<file path="src/rtl/i2c_scl_timebase_pkg.sv">
package i2c_scl_timebase_pkg;
  localparam int unsigned PHASES    = 22;
  localparam int unsigned HALF      = PHASES / 2;
  localparam int unsigned SDA_POINT = 5;
  localparam int unsigned PH_W      = $clog2(PHASES);
  typedef logic [PH_W-1:0] phase_t;
endpackage

</file>
<file path="src/rtl/sclt_stage.sv">
module sclt_stage #(
  parameter int unsigned W = 2
) (
  input  logic         clk,
  input  logic         rst_n,
  input  logic         clr,
  input  logic         adv,
  input  logic [W-1:0] limit,
  output logic         tick
);
  logic [W-1:0] cnt_q, cnt_d;

  always_comb begin
    tick  = adv && (cnt_q == limit);
    cnt_d = cnt_q;
    if (clr)       cnt_d = '0;
    else if (tick) cnt_d = '0;
    else if (adv)  cnt_d = cnt_q + 1'b1;
  end

  always_ff @(posedge clk or negedge rst_n) begin
    if (!rst_n) cnt_q <= '0;
    else        cnt_q <= cnt_d;
  end
endmodule

</file>
<file path="src/rtl/sclt_phase.sv">
module sclt_phase
  import i2c_scl_timebase_pkg::*;
(
  input  logic   clk,
  input  logic   rst_n,
  input  logic   enable,
  input  logic   step,
  output phase_t ph,
  output logic   hi_half,
  output logic   scl_low,
  output logic   rise_stb,
  output logic   fall_stb,
  output logic   sda_stb
);
  phase_t ph_q, ph_d;
  logic   at_end;

  always_comb begin
    at_end   = (ph_q == phase_t'(PHASES - 1));
    hi_half  = (ph_q >= phase_t'(HALF));
    scl_low  = enable && !hi_half;
    rise_stb = step && (ph_q == phase_t'(HALF - 1));
    fall_stb = step && at_end;
    sda_stb  = step && (ph_q == phase_t'(SDA_POINT - 1));
    ph_d     = ph_q;
    if (!enable)     ph_d = '0;
    else if (step)   ph_d = at_end ? '0 : ph_q + 1'b1;
  end

  always_ff @(posedge clk or negedge rst_n) begin
    if (!rst_n) ph_q <= '0;
    else        ph_q <= ph_d;
  end

  assign ph = ph_q;
endmodule

</file>
<file path="src/rtl/i2c_scl_timebase.sv">
module i2c_scl_timebase
  import i2c_scl_timebase_pkg::*;
#(
  parameter int unsigned CTRL_W = 16,
  parameter int unsigned A_W    = 2,
  parameter int unsigned B_W    = 6,
  parameter int unsigned B_LSB  = 8,
  localparam int unsigned A_LSB = B_LSB + B_W
) (
  input  logic              clk,
  input  logic              rst_n,
  input  logic              enable,
  input  logic [CTRL_W-1:0] ctrl_word,
  input  logic              scl_sense,
  output logic              scl_low,
  output logic              rise_stb,
  output logic              fall_stb,
  output logic              sda_stb
);
  // reset: asserted asynchronously, released through two flops
  logic rst_meta_n, rst_sync_n;
  always_ff @(posedge clk or negedge rst_n) begin
    if (!rst_n) begin
      rst_meta_n <= 1'b0;
      rst_sync_n <= 1'b0;
    end else begin
      rst_meta_n <= 1'b1;
      rst_sync_n <= rst_meta_n;
    end
  end

  logic unused_ctrl_bits;
  assign unused_ctrl_bits = ^ctrl_word[B_LSB-1:0];

  // divisor holding registers, reloaded while idle or at period end
  logic [A_W-1:0] lat_a_q, lat_a_d;
  logic [B_W-1:0] lat_b_q, lat_b_d;
  logic           period_end;

  always_comb begin
    lat_a_d = lat_a_q;
    lat_b_d = lat_b_q;
    if (!enable || period_end) begin
      lat_a_d = ctrl_word[A_LSB +: A_W];
      lat_b_d = ctrl_word[B_LSB +: B_W];
    end
  end

  always_ff @(posedge clk or negedge rst_sync_n) begin
    if (!rst_sync_n) begin
      lat_a_q <= '0;
      lat_b_q <= '0;
    end else begin
      lat_a_q <= lat_a_d;
      lat_b_q <= lat_b_d;
    end
  end

  // stall: released half with the line still seen low
  logic   hi_half, stall, run, a_tick, base_tick;
  phase_t phase_idx;

  assign stall = enable && hi_half && !scl_sense;
  assign run   = enable && !stall;

  sclt_stage #(.W(A_W)) u_stage_a (
    .clk(clk), .rst_n(rst_sync_n), .clr(!enable), .adv(run),
    .limit(lat_a_q), .tick(a_tick)
  );

  sclt_stage #(.W(B_W)) u_stage_b (
    .clk(clk), .rst_n(rst_sync_n), .clr(!enable), .adv(a_tick),
    .limit(lat_b_q), .tick(base_tick)
  );

  sclt_phase u_phase (
    .clk(clk), .rst_n(rst_sync_n), .enable(enable), .step(base_tick),
    .ph(phase_idx), .hi_half(hi_half), .scl_low(scl_low),
    .rise_stb(rise_stb), .fall_stb(fall_stb), .sda_stb(sda_stb)
  );

  assign period_end = fall_stb;
endmodule

</file>
<file path="config.mk">
export PLATFORM = sky130hd
export DESIGN_NAME = i2c_scl_timebase
export DESIGN_NICKNAME = d
export VERILOG_FILES = /design/src/rtl/i2c_scl_timebase_pkg.sv /design/src/rtl/sclt_stage.sv /design/src/rtl/sclt_phase.sv /design/src/rtl/i2c_scl_timebase.sv
export SDC_FILE = /design/constraint.sdc
export NUM_CORES = 1
export LEC_CHECK = 0
export ABC_CLOCK_PERIOD_IN_PS = 2000
export BUFFER_PORTS_ARGS = -buffer_cell sky130_fd_sc_hd__buf_4
export CORE_AREA = 5 5 67 69
export CTS_BUF_LIST = sky130_fd_sc_hd__clkbuf_4
export DETAILED_ROUTE_END_ITERATION = 8
export DIE_AREA = 0 0 72 74
export HOLD_SLACK_MARGIN = 0.15
export PLACE_DENSITY = 0.71
export SLEW_MARGIN = 20
export SYNTH_ARGS = -nofsm -noshare
export SYNTH_HDL_FRONTEND = slang
export SYNTH_SLANG_ARGS = --single-unit
</file>
<file path="constraint.sdc">
create_clock -name clk -period 2 [get_ports clk]
set_input_delay 0.4 -clock clk [delete_from_list [all_inputs] [get_ports clk]]
set_output_delay 0.4 -clock clk [all_outputs]
set_load 0.005 [all_outputs]
</file>
== Yosys cells after proc, flatten, opt, wreduce, memory -nomap -nowiden ==
Index checks and enable logic that the tools add are counted.
W data, S select, Z words.

* Register bits after elaboration: 23
* Latch bits: 0
* Bits in writable memories: 0
* Memory bits (read-only): 0
* Input port bits: 20
* Output and inout bits: 4
* Word-level logic and storage cells: 42
* Memories: 0

* Add/sub/neg operators: 3
* $mul: 0
* Div/mod/pow operators: 0
* $lt $le $gt $ge: 1
* Eq/ne operators: 8
* Shift operators: 0
* Mux-type cells: 9
* Bitwise gates (word level): 0
* Reductions and logical operators: 14

{| class="wikitable"
|+ Operators by type and width
! operator !! number
|-
| $mux W6 || 3
|-
| $mux W5 || 3
|-
| $logic_and A1 B1 Y1 || 9
|-
| $add A6 B1 Y6 const B || 1
|-
| $eq A6 B6 Y1 || 1
|-
| $mux W2 || 3
|-
| $ne A3 B1 Y1 const B || 2
|-
| $add A5 B1 Y5 const B || 1
|-
| $eq A5 B3 Y1 const B || 1
|-
| $eq A5 B4 Y1 const B || 1
|-
| $eq A5 B5 Y1 const B || 1
|-
| $ge A5 B4 Y1 const B || 1
|-
| $logic_not A1 Y1 || 4
|-
| $add A2 B1 Y2 const B || 1
|-
| $eq A2 B2 Y1 || 1
|-
| $ne A2 B1 Y1 const B || 1
|-
| $logic_or A1 B1 Y1 || 1
|}

== Logic depth before layout (Yosys ltp) ==
Gate-level depths: netlist (run 1).

* Depth after elaboration: 9
* Gate-level depth with buffers: 7
* Depth with buffers taken out: 6

== By module ==
From an unflattened synthesis (run 1), not the netlist that was laid out.

* Cell total of the unflattened synthesis: 119
* Area, all modules: 1281.2 µm²

{| class="wikitable"
|+ By module, submodules not included
! module !! times used !! cells each !! area an instance (µm²) !! seq. area each (µm²)
|-
| i2c_scl_timebase || 1 || 24 || 404.1 || 250.2
|-
| sclt_stage (u_stage_b) || 1 || 39 || 384.1 || 150.1
|-
| sclt_phase || 1 || 42 || 361.6 || 125.1
|-
| sclt_stage (u_stage_a) || 1 || 14 || 131.4 || 50.0
|}

== Worst setup path after synthesis (run 1) ==
No wires, ideal clock.

* Kind: register to output
* Start: reg u_phase.ph_q[0] (netlist: u_phase.ph[0])
* End: out rise_stb
* Arrival: 1.686 ns
* Data required time: 1.600 ns
* Slack: -0.086 ns
* Cell stages (with the launch flop): 6
* Buffers on the path: 0
* Cells stage by stage: dfrtp_1 > ha_1 > a211oi_4 > o22a_2 > nand4_2 > nor4_1

* Cells in the longest elaborated chain, start to end: 8
* Elaborated cells on any way between the ends: 9
* Classes of those cells: 1 x order compare; 1 x eq/ne; 7 x reduce/logical

{| class="wikitable"
|+ Ends and longest elaborated chain
! item !! line !! source
|-
| start, declared || sclt_phase.sv:15 || <nowiki>phase_t ph_q, ph_d;</nowiki>
|-
| start signal, assigned || sclt_phase.sv:32 || <nowiki>else ph_q <= ph_d;</nowiki>
|-
| $ge A5 B4 Y1 || sclt_phase.sv:20 || <nowiki>hi_half = (ph_q >= phase_t'(HALF));</nowiki>
|-
| $logic_and A1 B1 Y1 (2 in series) || i2c_scl_timebase.sv:63 || <nowiki>assign stall = enable && hi_half && !scl_sense;</nowiki>
|-
| $logic_not A1 Y1 || i2c_scl_timebase.sv:64 || <nowiki>assign run = enable && !stall;</nowiki>
|-
| $logic_and A1 B1 Y1 || i2c_scl_timebase.sv:64 ||
|-
| $logic_and A1 B1 Y1 (2 in series) || sclt_stage.sv:14 || <nowiki>tick = adv && (cnt_q == limit);</nowiki>
|-
| $logic_and A1 B1 Y1 * || sclt_phase.sv:22 || <nowiki>rise_stb = step && (ph_q == phase_t'(HALF - 1));</nowiki>
|-
| end, declared || i2c_scl_timebase.sv:16 || <nowiki>output logic rise_stb,</nowiki>
|}

Mark *: on every way between the ends. The rest lies on a longest branch, timed or not.

== Final worst setup path (run 1) ==
* Start: reg u_phase.ph_q[1] (netlist: u_phase.ph[1])
* End: out sda_stb

* Cells in the longest elaborated chain, start to end: 8
* Elaborated cells on any way between the ends: 9
* Classes of those cells: 1 x order compare; 1 x eq/ne; 7 x reduce/logical

{| class="wikitable"
|+ Ends and longest elaborated chain
! item !! line !! source
|-
| $ge A5 B4 Y1 || sclt_phase.sv:20 ||
|-
| $logic_and A1 B1 Y1 (2 in series) || i2c_scl_timebase.sv:63 ||
|-
| $logic_not A1 Y1 || i2c_scl_timebase.sv:64 ||
|-
| $logic_and A1 B1 Y1 || i2c_scl_timebase.sv:64 ||
|-
| $logic_and A1 B1 Y1 (2 in series) || sclt_stage.sv:14 ||
|-
| $logic_and A1 B1 Y1 * || sclt_phase.sv:24 || <nowiki>sda_stb = step && (ph_q == phase_t'(SDA_POINT - 1));</nowiki>
|-
| end, declared || i2c_scl_timebase.sv:18 || <nowiki>output logic sda_stb</nowiki>
|}

Marked as above.

==> impl_metrics.json, run 1 <==
{
  "status": "finished, violations left",
  "failed_checks": "setup timing",
  "overflow": 0,
  "ys_types": 49,
  "drt-met1-wl_microns": 1903,
  "nNetsFinal": 237,
  "synthFlopType": "dfrtp_1",
  "async_reset_ff_frac": 1.000,
  "regArea_sq_um": 578.1,
  "final_cells": 261,
  "multi_input_area_sq_um": 1062,
  "critPathRequiredTime_ns": 1.60,
  "stdcell_area_sq_um": 2192,
  "cts_num_sinks": 23,
  "synth_seq_cells": 23,
  "slew_violations": 0,
  "synthSimpleGateAreaFrac": 0.2321,
  "synth_fp_nets": 199,
  "clk_pin_slew_ns": 0.13,
  "clk_latency_ns": 0.31,
  "syn_area_sq_um": 1660,
  "globalplace.congestion": 0.8065,
  "tritoncts": "done",
  "timing.rr.start": "u_phase.ph[1]",
  "design.core.area_sq_um": 3856,
  "synthAdderAreaFrac": 0.03768,
  "setup_tns_ns": -0.5654,
  "drv_cap": 0,
  "muxShareOfSynthArea": 0.01809,
  "worstPathArrival_ns": 1.81,
  "synth_top_family_by_area": "compound AO/OA/AOI/OAI gates",
  "worst_setup_path_start_kind": "register",
  "die_height_microns": 74,
  "grt_usage": 0.1616,
  "antenna_found_initial": 0,
  "cp_max_fo": 4,
  "drive_gt1_frac": 0.3697,
  "crit_family": "compound AO/OA/AOI/OAI gates",
  "ant_nets": 0,
  "p_per_area_nw_per_um2": 483.6,
  "post_drt_wl_per_cell_microns": 15.74,
  "critical_path_class": "register to output pin",
  "synth_seq_area_share": 0.3466,
  "fill_cells": 335,
  "synth.avg_cell_area_sq_um": 9.542,
  "period_needed_ns": 2.207,
  "setup_viol": 3,
  "worst-r2r-setup-slack_ns": 0,
  "vias": 1509,
  "crit_top_cell": "buf_6",
  "ir_worst_vdd_uv": 437.0,
  "cts_buffers": 3,
  "io_buffers": 15,
  "rr_worst_depth": 7,
  "p_leak_nw": 0.9039,
  "layout_common_cells": "buf_4, dfrtp_1, inv_1",
  "start_util": 0.4306,
  "avgViaCountPerCell": 5.782,
  "grt_pass1_wl_microns": 6851,
  "pin_count": 24,
  "finalClockSkew_ns": 0.007861,
  "crit_chain": "buf_6 -> a211oi_4 -> o22a_2 -> nand4_4 -> buf_6 -> nor2_4 -> buf_6",
  "grt_pass1_vias": 1503,
  "yosys_warnings": 0,
  "power.total_mw": 1.060,
  "grt_max_degree": 23,
  "dr.pass1.iters": 4,
  "final_common_cell": "buf_4",
  "placed_area_sq_um": 1928,
  "dr_wl_met3_microns": 141,
  "dp_cells": 247,
  "rr_endpoint": "u_phase.ph[4]",
  "cts_buffer_depth": 2,
  "rows": 23,
  "die_area_sq_um": 5328,
  "clockRootBuffer": "clkbuf_4",
  "synth_edf_count": 0,
  "num_antenna_cells": 0,
  "hp-class": "register to asynchronous set/reset pin",
  "fmax_mhz": 453.1,
  "syn-instance-count": 174,
  "synth_compound_area_frac": 0.2351,
  "synth_xor_area_frac": 0.04672,
  "rsz0062_at_grt": "yes",
  "die_w_microns": 72,
  "h-tree-depth": 1,
  "critPathMaxStageDelay_ns": 0.46,
  "slowest_stage": "dfrtp_2",
  "post-route-drc-count": 0,
  "postRouteWirelength_microns": 4109,
  "holdWs_ns": 0.2244,
  "fin_crit_sh": 1.104,
  "drtIter0Drc": 46,
  "top_layer": "met4",
  "layout_setup_ws_ns": -0.2070,
  "cp_num_buf_inv": 3,
  "crit_path_end_kind": "output pin",
  "area_delta_synth_final_pct": 32.03,
  "dp_hpwl_microns": 2645,
  "hold_viol": 0,
  "wl_met2_microns": 1999
}
## sequential cells by signal, indices dropped and copies added (netlist names)
register         flops
u_stage_b.cnt_q      6
rst_meta_n           1
rst_sync_n           1
u_stage_a.cnt_q      2
u_phase.ph           5
lat_b_q              6
lat_a_q              2
## final cells by class
type,instances,area share
sequential,23,0.2637
inverter,15,0.02568
tap,50,0.02854
timing repair buffer,45,0.1838
multi-input combinational,124,0.4846
clock buffer,4,0.01370
## synthesized netlist by cell type (6+ instances only)
master	count	share of area
inv_1	15	0.034
o41ai_1	6	0.032
o21ai_0	6	0.018
o221ai_1	8	0.042
a21oi_1	6	0.018
or4_1	11	0.050
nand2_1	14	0.032
dfrtp_1	23	0.35
and2_1	8	0.030
## where the power goes
group | internal [mW] | switching (mW)
Sequential | 0.495 | 0.0281
Combinational | 0.130 | 0.172
Clock | 0.0914 | 0.144
Total | 0.716 | 0.344
## stage by stage
stage / setup WS (ns) / util
2_1_floorplan: 0.003098 / -
3_3_place_gp: 0.001950 / 0.5000
3_5_place_dp: -0.02045 / 0.5000
4_1_cts: -0.2152 / 0.5263
5_1_grt: -0.2867 / 0.5685
6_report: -0.2070 / 0.5685
## routing by layer
layer / track usage / vias to the layer above
li1: - / 728
met1: 0.2204 / 743
met2: 0.2643 / 32
met3: 0.02162 / 6
met4: 0.05846 / 0
met5: 0 / -
## logic make-up (layout without fill, tap and decap cells)
family	count (synthesis)	after routing
AND/OR/NAND/NOR	62	62
AO/OA/AOI/OAI	45	45
buffers and inverters	27	64
flip-flops	23	23
XOR/XNOR	8	8
adder cells (fa/ha/maj)	5	5
multiplexers	3	3
other	1	1
## worst max-delay path by stage
stage,from,endpoint,slack [ns],depth (start not counted)
final,u_phase.ph[1],sda_stb,-0.21,7
after global routing,u_phase.ph[1],sda_stb,-0.29,7
after CTS,u_phase.ph[0],sda_stb,-0.22,7
after detailed placement,u_phase.ph[1],lat_b_q[2],-0.02,6
after global placement,u_phase.ph[1],sda_stb,0.002,7
after floorplan,u_phase.ph[0],rise_stb,0.003,5
## repair_timing
action,4_1_cts,5_1_grt
hold endpoints to repair,2,0
gates resized for setup,5,19
setup endpoints to repair,9,15
buffers inserted,4,3
pin swaps,4,2
gates cloned,0,2
hold buffers,1,0
No activity file was read; power rests on OpenSTA's default activity.
==> run 2, diff against run 1 <==
--- a/config.mk
+++ b/config.mk
@@ -12,7 +12,9 @@
 export DETAILED_ROUTE_END_ITERATION = 8
 export DIE_AREA = 0 0 72 74
 export HOLD_SLACK_MARGIN = 0.15
+export MAX_ROUTING_LAYER = met4
 export PLACE_DENSITY = 0.71
+export SKIP_CTS_REPAIR_TIMING = 1
 export SLEW_MARGIN = 20
 export SYNTH_ARGS = -nofsm -noshare
 export SYNTH_HDL_FRONTEND = slang
==> run 2 against run 1 <==
Compared with the run above: the flow still finishes with violations (setup timing); final area decreased by 2.2%; hold slack improved by 0.00081 ns; final cell count decreased by 0.77%; via count decreased by 2.5%; non-clock buffer count decreased by 2; global-route usage decreased by 0.13 points; fmax decreased by 0.53%; sequential power about the same; critical path depth unchanged; die area unchanged; core utilization decreased by 1.3 points; sequential cell count unchanged.
==> impl_metrics.json, run 2 (synthesis results as in run 1) <==
{
  "critPathRequiredTime_ns": 1.60,
  "h-tree-depth": 1,
  "crit_path_end_kind": "output pin",
  "slowest_stage": "dfrtp_1",
  "swShare": 0.3235,
  "pin_count": 24,
  "crit_top_cell": "buf_6",
  "tritoncts": "done",
  "rows": 23,
  "setup_viol": 10,
  "failed_checks": "setup timing",
  "vias": 1471,
  "fin_crit_sh": 1.109,
  "worst-r2r-setup-slack_ns": -0.08,
  "dp_hpwl_microns": 2645,
  "drive_gt1_frac": 0.3397,
  "fill_cells": 351,
  "p_per_area_nw_per_um2": 489.1,
  "clk_pin_slew_ns": 0.13,
  "rr_worst_depth": 6,
  "hold_viol": 0,
  "nNetsFinal": 235,
  "num_antenna_cells": 0,
  "die_w_microns": 72,
  "dr.pass1.iters": 4,
  "avgViaCountPerCell": 5.680,
  "finalClockSkew_ns": 0.006685,
  "area_delta_synth_final_pct": 29.09,
  "crit_family": "compound AO/OA/AOI/OAI gates",
  "grt_usage": 0.1603,
  "intPower_mw": 0.7092,
  "final_common_cell": "buf_4",
  "cp_max_fo": 6,
  "cts_buffers": 3,
  "globalplace.congestion": 0.8182,
  "postRouteWirelength_microns": 4042,
  "setup_tns_ns": -0.9408,
  "grt_max_degree": 23,
  "period_needed_ns": 2.219,
  "layout_setup_ws_ns": -0.2188,
  "post_drt_wl_per_cell_microns": 15.61,
  "p_leak_nw": 0.8888,
  "ant_nets": 0,
  "power_frac_seq": 0.498,
  "slew_violations": 0,
  "power.share.combinational": 0.274,
  "stdcell_area_sq_um": 2143,
  "die_height_microns": 74,
  "power.total_mw": 1.048,
  "placed_area_sq_um": 1928,
  "die_area_sq_um": 5328,
  "cts_num_sinks": 23,
  "antenna_found_initial": 0,
  "overflow": 0,
  "worstPathArrival_ns": 1.82,
  "start_util": 0.4306,
  "hp-class": "register to asynchronous set/reset pin",
  "cp.depth": 7,
  "io_buffers": 15,
  "drtIter0Drc": 52,
  "grt_pass1_vias": 1453,
  "critical_path_class": "register to output pin",
  "post-route-drc-count": 0,
  "fmax_mhz": 450.7,
  "clockPowerShare": 0.228,
  "regArea_sq_um": 576.8,
  "clockRootBuffer": "clkbuf_4",
  "netSwitchingPower_mw": 0.3391,
  "cts_buffer_depth": 2,
  "grt_pass1_wl_microns": 6644,
  "drv_cap": 0,
  "layout_common_cells": "buf_4, dfrtp_1, inv_1",
  "worst_setup_path_start_kind": "register",
  "final_util": 0.5558,
  "clk_latency_ns": 0.32,
  "status": "finished, violations left",
  "rsz0062_at_grt": "yes",
  "multi_input_area_sq_um": 1030,
  "ir_worst_vdd_uv": 345.1,
  "critPathMaxStageDelay_ns": 0.45,
  "cp_num_buf_inv": 3,
  "design.core.area_sq_um": 3856,
  "crit_chain": "buf_6 -> a211oi_4 -> o22a_2 -> nand4_4 -> buf_6 -> nor2_4 -> buf_6"
}
-- run 2: cell count changes in the layout (fill, tap and decap cells not counted), moves of 2 or more --
cell and change:
o41ai_1 +6, o41ai_2 -6, a21oi_1 -2, a21oi_2 +2, buf_4 -2, or4_1 -2
or4_4 +2
-- run 2: cell type report --
type                       count  share of cell area
clock buffer                   4             0.01401
inverter                      15             0.02627
multi-input combinational    124              0.4804
sequential                    23              0.2691
tap                           50             0.02919
timing repair buffer          43              0.1810
-- run 2: power by group through the flow --
stage               logic, mW  registers, mW  clock network, mW
finish                  0.287          0.522              0.239
CTS                     0.277          0.521              0.249
global placement        0.270          0.529                  0
floorplan               0.175          0.537                  0
detailed placement      0.275          0.531                  0
global route            0.321          0.528              0.262
-- run 2: per-layer routing --
| metal | routed length (microns) | GRT usage | vias up | share of wire |
|---|---|---|---|---|
| met5 | 0 | - | - | 0 |
| met4 | 61 | 0.05637 | 0 | 0.015 |
| met1 | 1905 | 0.2111 | 712 | 0.47 |
| met2 | 1964 | 0.2571 | 24 | 0.49 |
| li1 | - | - | 729 | - |
| met3 | 111 | 0.01757 | 6 | 0.027 |
-- run 2: path summary, 6_finish.rpt --
kind,end,start
setup / recovery,sda_stb,u_phase.ph[0]
hold / removal,lat_b_q[4],rst_sync_n
setup reg to reg,lat_b_q[2],u_phase.ph[0]
hold reg to reg,lat_b_q[4],rst_sync_n
max in group asynchronous,u_phase.ph[1],rst_sync_n
min in group clk,rst_sync_n,rst_meta_n
-- run 2: per-stage QoR --
| step | cells | setup WS, ns | hold WS (ns) |
|---|---|---|---|
| 2_1_floorplan | 174 | 0.003098 | 0.1044 |
| 3_3_place_gp | 247 | 0.001950 | 0.1823 |
| 3_5_place_dp | 247 | -0.02045 | 0.1837 |
| 4_1_cts | 251 | -0.3838 | -0.1752 |
| 5_1_grt | 259 | -0.3403 | 0.2687 |
| 6_report | 259 | -0.2188 | 0.2252 |
==> run 3, diff against run 2 <==
--- a/config.mk
+++ b/config.mk
@@ -14,6 +14,7 @@
 export HOLD_SLACK_MARGIN = 0.15
 export MAX_ROUTING_LAYER = met4
 export PLACE_DENSITY = 0.71
+export REMOVE_ABC_BUFFERS = 1
 export SKIP_CTS_REPAIR_TIMING = 1
 export SLEW_MARGIN = 20
 export SYNTH_ARGS = -nofsm -noshare
==> run 3 against run 2 <==
Compared with the run above: the flow still finishes with violations (setup timing); via count up 0.34%; sequential power hardly changed; highest routed layer unchanged; sequential cell count stayed put.
==> impl_metrics.json, run 3 (synthesis results as in run 1) <==
{
  "area_delta_synth_final_pct": 26.68,
  "die_height_microns": 74,
  "period_needed_ns": 2.207,
  "setup_tns_ns": -1.272,
  "overflow": 0,
  "slew_violations": 0,
  "clk_latency_ns": 0.32,
  "holdWs_ns": 0.1409,
  "h-tree-depth": 1,
  "status": "finished, violations left",
  "timing.rr.start": "u_phase.ph[0]",
  "dp_hpwl_microns": 2714,
  "finalClockSkew_ns": 0.01660,
  "drtIter0Drc": 72,
  "grt_pass1_vias": 1385,
  "grt_pass1_wl_microns": 6313,
  "worst_setup_path_start_kind": "register",
  "globalplace.congestion": 0.8347,
  "met2_usage": 0.2378,
  "critical_path_class": "register to output pin",
  "p_per_area_nw_per_um2": 492.9,
  "fin_crit_sh": 1.103,
  "crit_path_end_kind": "output pin",
  "stdcell_area_sq_um": 2103,
  "die_area_sq_um": 5328,
  "drv_cap": 0,
  "placed_area_sq_um": 1934,
  "cts_buffers": 3,
  "hp-class": "register to asynchronous set/reset pin",
  "use_met1": 0.2042,
  "num_antenna_cells": 0,
  "busiest_layer": "met2",
  "rows": 23,
  "cts_buffer_depth": 2,
  "post-route-drc-count": 0,
  "layout_common_cells": "buf_4, dfrtp_1, inv_1",
  "use_met3": 0.01622,
  "tritoncts": "done",
  "final_cells": 260,
  "fill_cells": 352,
  "crit_start": "u_phase.ph[0]",
  "final_common_cell": "buf_4",
  "dp_cells": 249,
  "design.core.area_sq_um": 3856,
  "critPathRequiredTime_ns": 1.60,
  "avgViaCountPerCell": 5.677,
  "drive_gt1_frac": 0.3381,
  "clk_pin_slew_ns": 0.13,
  "ir_worst_vdd_uv": 455.0,
  "failed_checks": "setup timing",
  "post_drt_wl_per_cell_microns": 14.80,
  "io_buffers": 15,
  "rsz0062_at_grt": "yes",
  "grt_usage": 0.1507,
  "nNetsFinal": 236,
  "worstPathArrival_ns": 1.81,
  "clockRootBuffer": "clkbuf_4",
  "grt_max_degree": 31,
  "antenna_found_initial": 0,
  "start_util": 0.4306,
  "setup_viol": 11,
  "pin_count": 24,
  "die_w_microns": 72,
  "vias": 1476,
  "cp_max_fo": 6,
  "layout_setup_ws_ns": -0.2065,
  "dr.pass1.iters": 4,
  "cts_num_sinks": 23,
  "p_leak_nw": 0.8747,
  "fmax_mhz": 453.2,
  "postRouteWirelength_microns": 3847,
  "ant_nets": 0,
  "hold_viol": 0
}
run 3: path summary, 6_finish.rpt:
check / cells after the start / end / slack (ns)
setup / recovery: 7 / sda_stb / -0.21
hold / removal: 0 / u_phase.ph[0] / 0.14
setup reg to reg: 7 / lat_b_q[1] / -0.14
hold reg to reg: 0 / u_phase.ph[0] / 0.14
max in group asynchronous: 1 / lat_a_q[1] / 1.35
min in group clk: 0 / rst_sync_n / 0.37
run 3: metal layers:
| layer | vias to the layer above | routed length (microns) |
|---|---|---|
| met2 | 25 | 1912 |
| met5 | - | 0 |
| met3 | 2 | 97 |
| met4 | 0 | 24 |
| li1 | 727 | - |
| met1 | 722 | 1813 |
run 3: worst max-delay path, cell delays in order (launching register included):
cell      delay (ns)
dfrtp_1         0.44
buf_6           0.14
a211oi_4        0.27
o22a_2          0.21
nand4_4         0.09
buf_6           0.16
nor2_2          0.08
buf_4           0.11
run 3: power breakdown:
group	switching (mW)	internal (mW)	total, mW	leakage (nW)
clock network	0.149	0.0747	0.223	0.0177
logic	0.163	0.127	0.290	0.561
registers	0.0285	0.495	0.524	0.296
total	0.340	0.697	1.04	0.875
run 3: stage by stage:
stage          utilization  power (mW)  setup slack (ns)
6_report            0.5454       1.037           -0.2065
5_1_grt             0.5454       1.101           -0.2876
4_1_cts             0.5088       1.027           -0.4132
3_5_place_dp        0.5016      0.8059          -0.05396
3_3_place_gp        0.5016      0.8011          0.005891
2_1_floorplan            -      0.6887          -0.08521
run 3: area by class of cell:
type / instances / area, sq um / share of cell area
clock buffer: 3 / 22.52 / 0.01071
clock inverter: 1 / 5.005 / 0.002380
inverter: 15 / 56.30 / 0.02677
multi-input combinational: 124 / 1018 / 0.4842
sequential: 23 / 578.1 / 0.2748
tap: 50 / 62.56 / 0.02974
timing repair buffer: 44 / 360.3 / 0.1713
